==> src/rtl/vif_pkg.sv <==
package vif_pkg;
  typedef enum logic [2:0] {
    OP_NONE  = 3'd0,
    OP_CLI   = 3'd1,
    OP_STI   = 3'd2,
    OP_PUSHF = 3'd3,
    OP_POPF  = 3'd4
  } op_e;

  typedef enum logic [1:0] {
    MODE_NATIVE = 2'd0,
    MODE_VIRT   = 2'd1,
    MODE_TRAP   = 2'd2
  } mode_e;
endpackage

==> src/rtl/vif_mode_decode.sv <==
module vif_mode_decode
  import vif_pkg::*;
#(
  parameter int PL_W = 2
) (
  input  logic            vme_en,
  input  logic [PL_W-1:0] iopl,
  output mode_e           mode
);
  localparam logic [PL_W-1:0] PL_MAX = {PL_W{1'b1}};

  always_comb begin
    if (iopl == PL_MAX)  mode = MODE_NATIVE;
    else if (vme_en)     mode = MODE_VIRT;
    else                 mode = MODE_TRAP;
  end
endmodule

==> src/rtl/vif_flag_next.sv <==
module vif_flag_next
  import vif_pkg::*;
(
  input  logic [2:0] op_code,
  input  mode_e      mode,
  input  logic       if_q,
  input  logic       vif_q,
  input  logic       vip_q,
  input  logic       pop_if,
  output logic       if_n,
  output logic       vif_n,
  output logic       fault_n,
  output logic       push_n,
  output logic       img_bit
);
  logic flag_op;
  assign flag_op = (op_code >= 3'(OP_CLI)) && (op_code <= 3'(OP_POPF));

  always_comb begin
    if_n    = if_q;
    vif_n   = vif_q;
    fault_n = 1'b0;
    push_n  = 1'b0;
    img_bit = if_q;
    case (mode)
      MODE_NATIVE: begin
        case (op_code)
          3'(OP_CLI):   if_n = 1'b0;
          3'(OP_STI):   if_n = 1'b1;
          3'(OP_POPF):  if_n = pop_if;
          3'(OP_PUSHF): push_n = 1'b1;
          default: ;
        endcase
      end
      MODE_VIRT: begin
        img_bit = vif_q;
        case (op_code)
          3'(OP_CLI): vif_n = 1'b0;
          3'(OP_STI): begin
            if (vip_q) fault_n = 1'b1;
            else       vif_n = 1'b1;
          end
          3'(OP_POPF): begin
            if (pop_if && vip_q) fault_n = 1'b1;
            else                 vif_n = pop_if;
          end
          3'(OP_PUSHF): push_n = 1'b1;
          default: ;
        endcase
      end
      default: fault_n = flag_op;
    endcase
  end
endmodule

==> src/rtl/vif_push_image.sv <==
module vif_push_image #(
  parameter int W      = 16,
  parameter int IF_POS = 9
) (
  input  logic [W-1:0] base_flags,
  input  logic         img_bit,
  output logic [W-1:0] img
);
  for (genvar i = 0; i < W; i++) begin : g_bit
    if (i == IF_POS) begin : g_if
      assign img[i] = img_bit;
    end else begin : g_pass
      assign img[i] = base_flags[i];
    end
  end
endmodule

==> src/rtl/vif_flag_ctrl.sv <==
module vif_flag_ctrl
  import vif_pkg::*;
#(
  parameter int W      = 16,
  parameter int IF_POS = 9,
  parameter int PL_W   = 2
) (
  input  logic            clk,
  input  logic            rst,
  input  logic [2:0]      op_code,
  input  logic            vme_en,
  input  logic [PL_W-1:0] iopl,
  input  logic [W-1:0]    pop_word,
  input  logic [W-1:0]    base_flags,
  input  logic            vip_wr_en,
  input  logic            vip_wr_val,
  output logic            if_flag,
  output logic            vif_flag,
  output logic            vip_flag,
  output logic [W-1:0]    push_img,
  output logic            push_valid,
  output logic            gp_fault
);
  mode_e       mode;
  logic        if_n, vif_n, fault_n, push_n, img_bit;
  logic [W-1:0] img_n;
  logic        pop_unused;

  assign pop_unused = &{1'b0, pop_word};

  vif_mode_decode #(.PL_W(PL_W)) u_mode (
    .vme_en (vme_en),
    .iopl   (iopl),
    .mode   (mode)
  );

  vif_flag_next u_next (
    .op_code (op_code),
    .mode    (mode),
    .if_q    (if_flag),
    .vif_q   (vif_flag),
    .vip_q   (vip_flag),
    .pop_if  (pop_word[IF_POS]),
    .if_n    (if_n),
    .vif_n   (vif_n),
    .fault_n (fault_n),
    .push_n  (push_n),
    .img_bit (img_bit)
  );

  vif_push_image #(.W(W), .IF_POS(IF_POS)) u_img (
    .base_flags (base_flags),
    .img_bit    (img_bit),
    .img        (img_n)
  );

  always_ff @(posedge clk) begin
    if (rst) begin
      if_flag    <= 1'b0;
      vif_flag   <= 1'b0;
      vip_flag   <= 1'b0;
      push_img   <= '0;
      push_valid <= 1'b0;
      gp_fault   <= 1'b0;
    end else begin
      if_flag    <= if_n;
      vif_flag   <= vif_n;
      gp_fault   <= fault_n;
      push_valid <= push_n;
      if (push_n)    push_img <= img_n;
      if (vip_wr_en) vip_flag <= vip_wr_val;
    end
  end

  // a fault leaves the flags as they were
  a_r12_fault_keeps_flags: assert property (@(posedge clk) disable iff (rst)
    gp_fault |-> ($stable(if_flag) && $stable(vif_flag)));

  // VIP moves only through the write port
  a_r11_vip_write_only: assert property (@(posedge clk) disable iff (rst)
    !vip_wr_en |=> $stable(vip_flag));

  // redirected instructions never touch IF
  a_r4_virt_if_stable: assert property (@(posedge clk) disable iff (rst)
    (mode == MODE_VIRT) |=> $stable(if_flag));

  // VIF cannot turn on while VIP was pending
  a_r6_vif_rise_needs_no_vip: assert property (@(posedge clk) disable iff (rst)
    $rose(vif_flag) |-> !$past(vip_flag));

  // refused instructions fault and push nothing
  a_r10_trap_faults: assert property (@(posedge clk) disable iff (rst)
    ((mode == MODE_TRAP) && (op_code >= 3'(OP_CLI)) && (op_code <= 3'(OP_POPF)))
    |=> (gp_fault && !push_valid));

  // a push and a fault never share a cycle
  a_r9_push_excl_fault: assert property (@(posedge clk) disable iff (rst)
    gp_fault |-> !push_valid);
endmodule

==> config.mk <==
export PLATFORM = sky130hd
export DESIGN_NAME = vif_flag_ctrl
export DESIGN_NICKNAME = d
export VERILOG_FILES = /design/src/rtl/vif_pkg.sv /design/src/rtl/vif_mode_decode.sv /design/src/rtl/vif_flag_next.sv /design/src/rtl/vif_push_image.sv /design/src/rtl/vif_flag_ctrl.sv
export SDC_FILE = /design/constraint.sdc
export NUM_CORES = 1
export LEC_CHECK = 0
export BUFFER_PORTS_ARGS = -buffer_cell sky130_fd_sc_hd__buf_2
export CAP_MARGIN = 15
export CORE_UTILIZATION = 45
export DETAILED_ROUTE_END_ITERATION = 12
export GPL_TIMING_DRIVEN = 0
export PLACE_DENSITY = 0.88
export SLEW_MARGIN = 20
export SYNTH_ARGS = -nofsm -noshare
export SYNTH_HDL_FRONTEND = slang
export SYNTH_HIERARCHICAL = 1
export SYNTH_SLANG_ARGS = --single-unit
==> constraint.sdc <==
create_clock -name clk -period 2.6 [get_ports clk]
set_clock_uncertainty 0.05 [all_clocks]
set_input_delay 0.39 -clock clk [delete_from_list [all_inputs] [get_ports clk]]
set_output_delay 0.39 -clock clk [all_outputs]
set_load 0.01 [all_outputs]
==> flow_summary.ini <==
[worst_setup_path]
arrival_ns = 1.66
slowest_stage = a21oi_1
end_kind = flop
critPathKind = primary input to flop
worstPathRequired_ns = 2.73
r2r-start = if_flag
cp_slowest_stage_delay_ns = 0.44
start_kind = primary input
cp_max_fo = 6
r2r_cells = 4
r2r_setup_slack_ns = 1.52
r2r-end = push_img[9]
path_cells = buf_2 -> a21oi_1 -> nor2b_2 -> mux2_2 -> buf_4 -> mux2i_1 -> nor2_1

[die]
coreArea_sq_um = 2040
fp.dieW_um = 49.8
ios = 63
start_util_pct = 50.2
die_h_um = 49.8
dieArea_sq_um = 2480
rows = 16

[grt]
grt-ovfl-total = 0
antenna_found_initial = 0
track_usage_pct = 19.2
grt_max_degree = 12
grt_pass1_wl_um = 3630
grt_pass1_vias = 842

[clocking]
post_cts_buffers = 0
clkLatencyLatePin_ns = 0.30
cts_resized = 0
clockBufferDepth = 2
cts_made_buffers = 3
postCtsHoldBufs = 0
clockRootBuffer = clkbuf_4
htreeDepth = 1
numClockSinks = 21
cts_tree = yes
clkSlewWorstSetupHoldPaths_ns = 0.11

[sta]
hold_violations = 0
setup_slack_ns = 1.08
maxSlewViolCount = 0
hold_ws_ns = 0.212
rsz0062_at_grt = false
post-route-min-period_ns = 1.52
finalCritPeriodShare_pct = 58.6
finalSetupViolations = 0
tightest_slew_ns = 0.523
slew_headroom_pct = 65.1
setup_tns_ns = 0
timing.fmax_ghz = 0.656

[detailed_routing]
drtAntennaViolNets = 0
firstDrtPassIters = 3
drc = 0
detail_route.wl_per_cell_um = 12.3
drtIter0Drc = 2
routed_via_density = 4.98
drt_wl_total_um = 2030
vias = 822

[final_layout]
final_common_cell = buf_2
final_cell_mix = 31 x buf_2, 21 x dfxtp_1, 19 x nor2_1, 17 x mux2i_1, 16 x buf_4
fin_cells = 165
nets = 181
diodes = 0
syn_to_final_growth_pct = 20.5
final_cell_area_sq_um = 1240
drive_gt1_share_pct = 40.6

[logic_synthesis]
ys_ff_latch = 21
syn_area_per_cell_sq_um = 9.87
syn-num-nets = 146
synth.top_cell.area_share_pct = 41.0
synth_largest_area_cell = dfxtp_1
ys_warn_count = 6
synth.area.top_cells = dfxtp_1 41%, mux2i_1 17%, buf_4 12%
seq_area_frac_synth_pct = 41.0
synthDistinctLibCells = 29
synthesis.area_sq_um = 1030
synth_cells = 104

[power]
ir_drop_mv = 0.230
powerDensity_nw_per_um2 = 470
p_leak_nw = 0.582

[worst_hold_path]
hp-class = primary input to flop
whs_path_depth = 2
min_from = rst
min_to = gp_fault

[place]
dp_cells = 161
place_congestion = 0.819
place_area_sq_um = 1210
port_buffers = 30
post-place-ws_ns = 0.748
detailed_place_hpwl_um = 1630

[flow_run]
maxCapViolCount = 0

[status]
status = finished clean
## power by group
part / total, mW / leakage [nW] / switching (mW) / internal, mW
sequential: 0.336 / 0.170 / 0.00508 / 0.331
clock: 0.151 / 0.0150 / 0.0916 / 0.0597
combinational: 0.0943 / 0.397 / 0.0428 / 0.0515
## area by class of cell
class / instances / area, sq um
flip-flops and latches: 21 / 420
inverters: 1 / 3.75
clock buffers: 4 / 26.3
multi-input cells: 61 / 430
well taps: 27 / 33.8
plain buffers: 21 / 171
repair buffers: 30 / 150
fillers: 200 / 806
## how the worst max path moves through the flow
stage,from,to,slack [ns],cells past startpoint
2_1_floorplan,vme_en,push_img[9],1.03,6
3_3_place_gp,iopl[0],push_img[9],0.84,7
3_5_place_dp,iopl[0],push_img[9],0.75,7
4_1_cts,iopl[0],push_img[9],1.08,7
5_1_grt,iopl[0],push_img[9],1.00,7
6_report,iopl[0],push_img[9],1.08,7
## layer usage
metal | global-route usage, % | part of all wire, % | vias to the layer above | wire length, um
met2 | 37.6 | 54 | 27 | 1100
met1 | 18.5 | 39 | 386 | 790
li1 | - | - | 405 | -
met4 | 8.10 | 1.5 | 0 | 31
met5 | 0 | 0 | - | 0
met3 | 4.63 | 5.4 | 4 | 110
## state kept, by name, summed over array words and instances (netlist names)
name and count:
gp_fault 1, if_flag 1, push_img 16, push_valid 1
vif_flag 1, vip_flag 1
## kinds of logic (layout without fill, tap and decap cells)
group	Yosys count	count (layout)	share of synthesized area (%)
xor+xnor	2	2	1.71
flops	21	21	41.0
simple gates	31	31	14.6
mux	18	18	17.7
buf+inv	22	56	17.1
compound gates	10	10	7.93
## metrics by stage
step	power, mW	util, %
floorplan	0.409	-
global placement	0.433	59.3
detailed placement	0.438	59.3
CTS	0.591	60.5
global route	0.614	60.5
finish	0.581	60.5
## critical path: cells and delay by family
family | cells | cell delay, ns
buffers and inverters | 2 | 0.24
AOI/OAI and AO/OA | 1 | 0.44
muxes | 2 | 0.41
and+or+nand+nor | 2 | 0.18
## cells in the mapped netlist
master	instances
dfxtp_1	21
nor2_1	19
mux2i_1	17
buf_4	16
nor2b_1	4
a21oi_1	2
buf_6	2
nand2_1	2
a211oi_1	1
a21boi_2	1
a21o_1	1
a32o_1	1
buf_12	1
buf_2	1
clkbuf_1	1
inv_1	1
mux2_2	1
nand2b_1	1
nand4b_1	1
nand4bb_1	1
nor2b_2	1
nor3_1	1
nor4_1	1
o211a_1	1
o21ai_0	1
o221a_1	1
o41ai_1	1
xnor2_1	1
xor2_1	1
(Power assumes the default switching activity.)
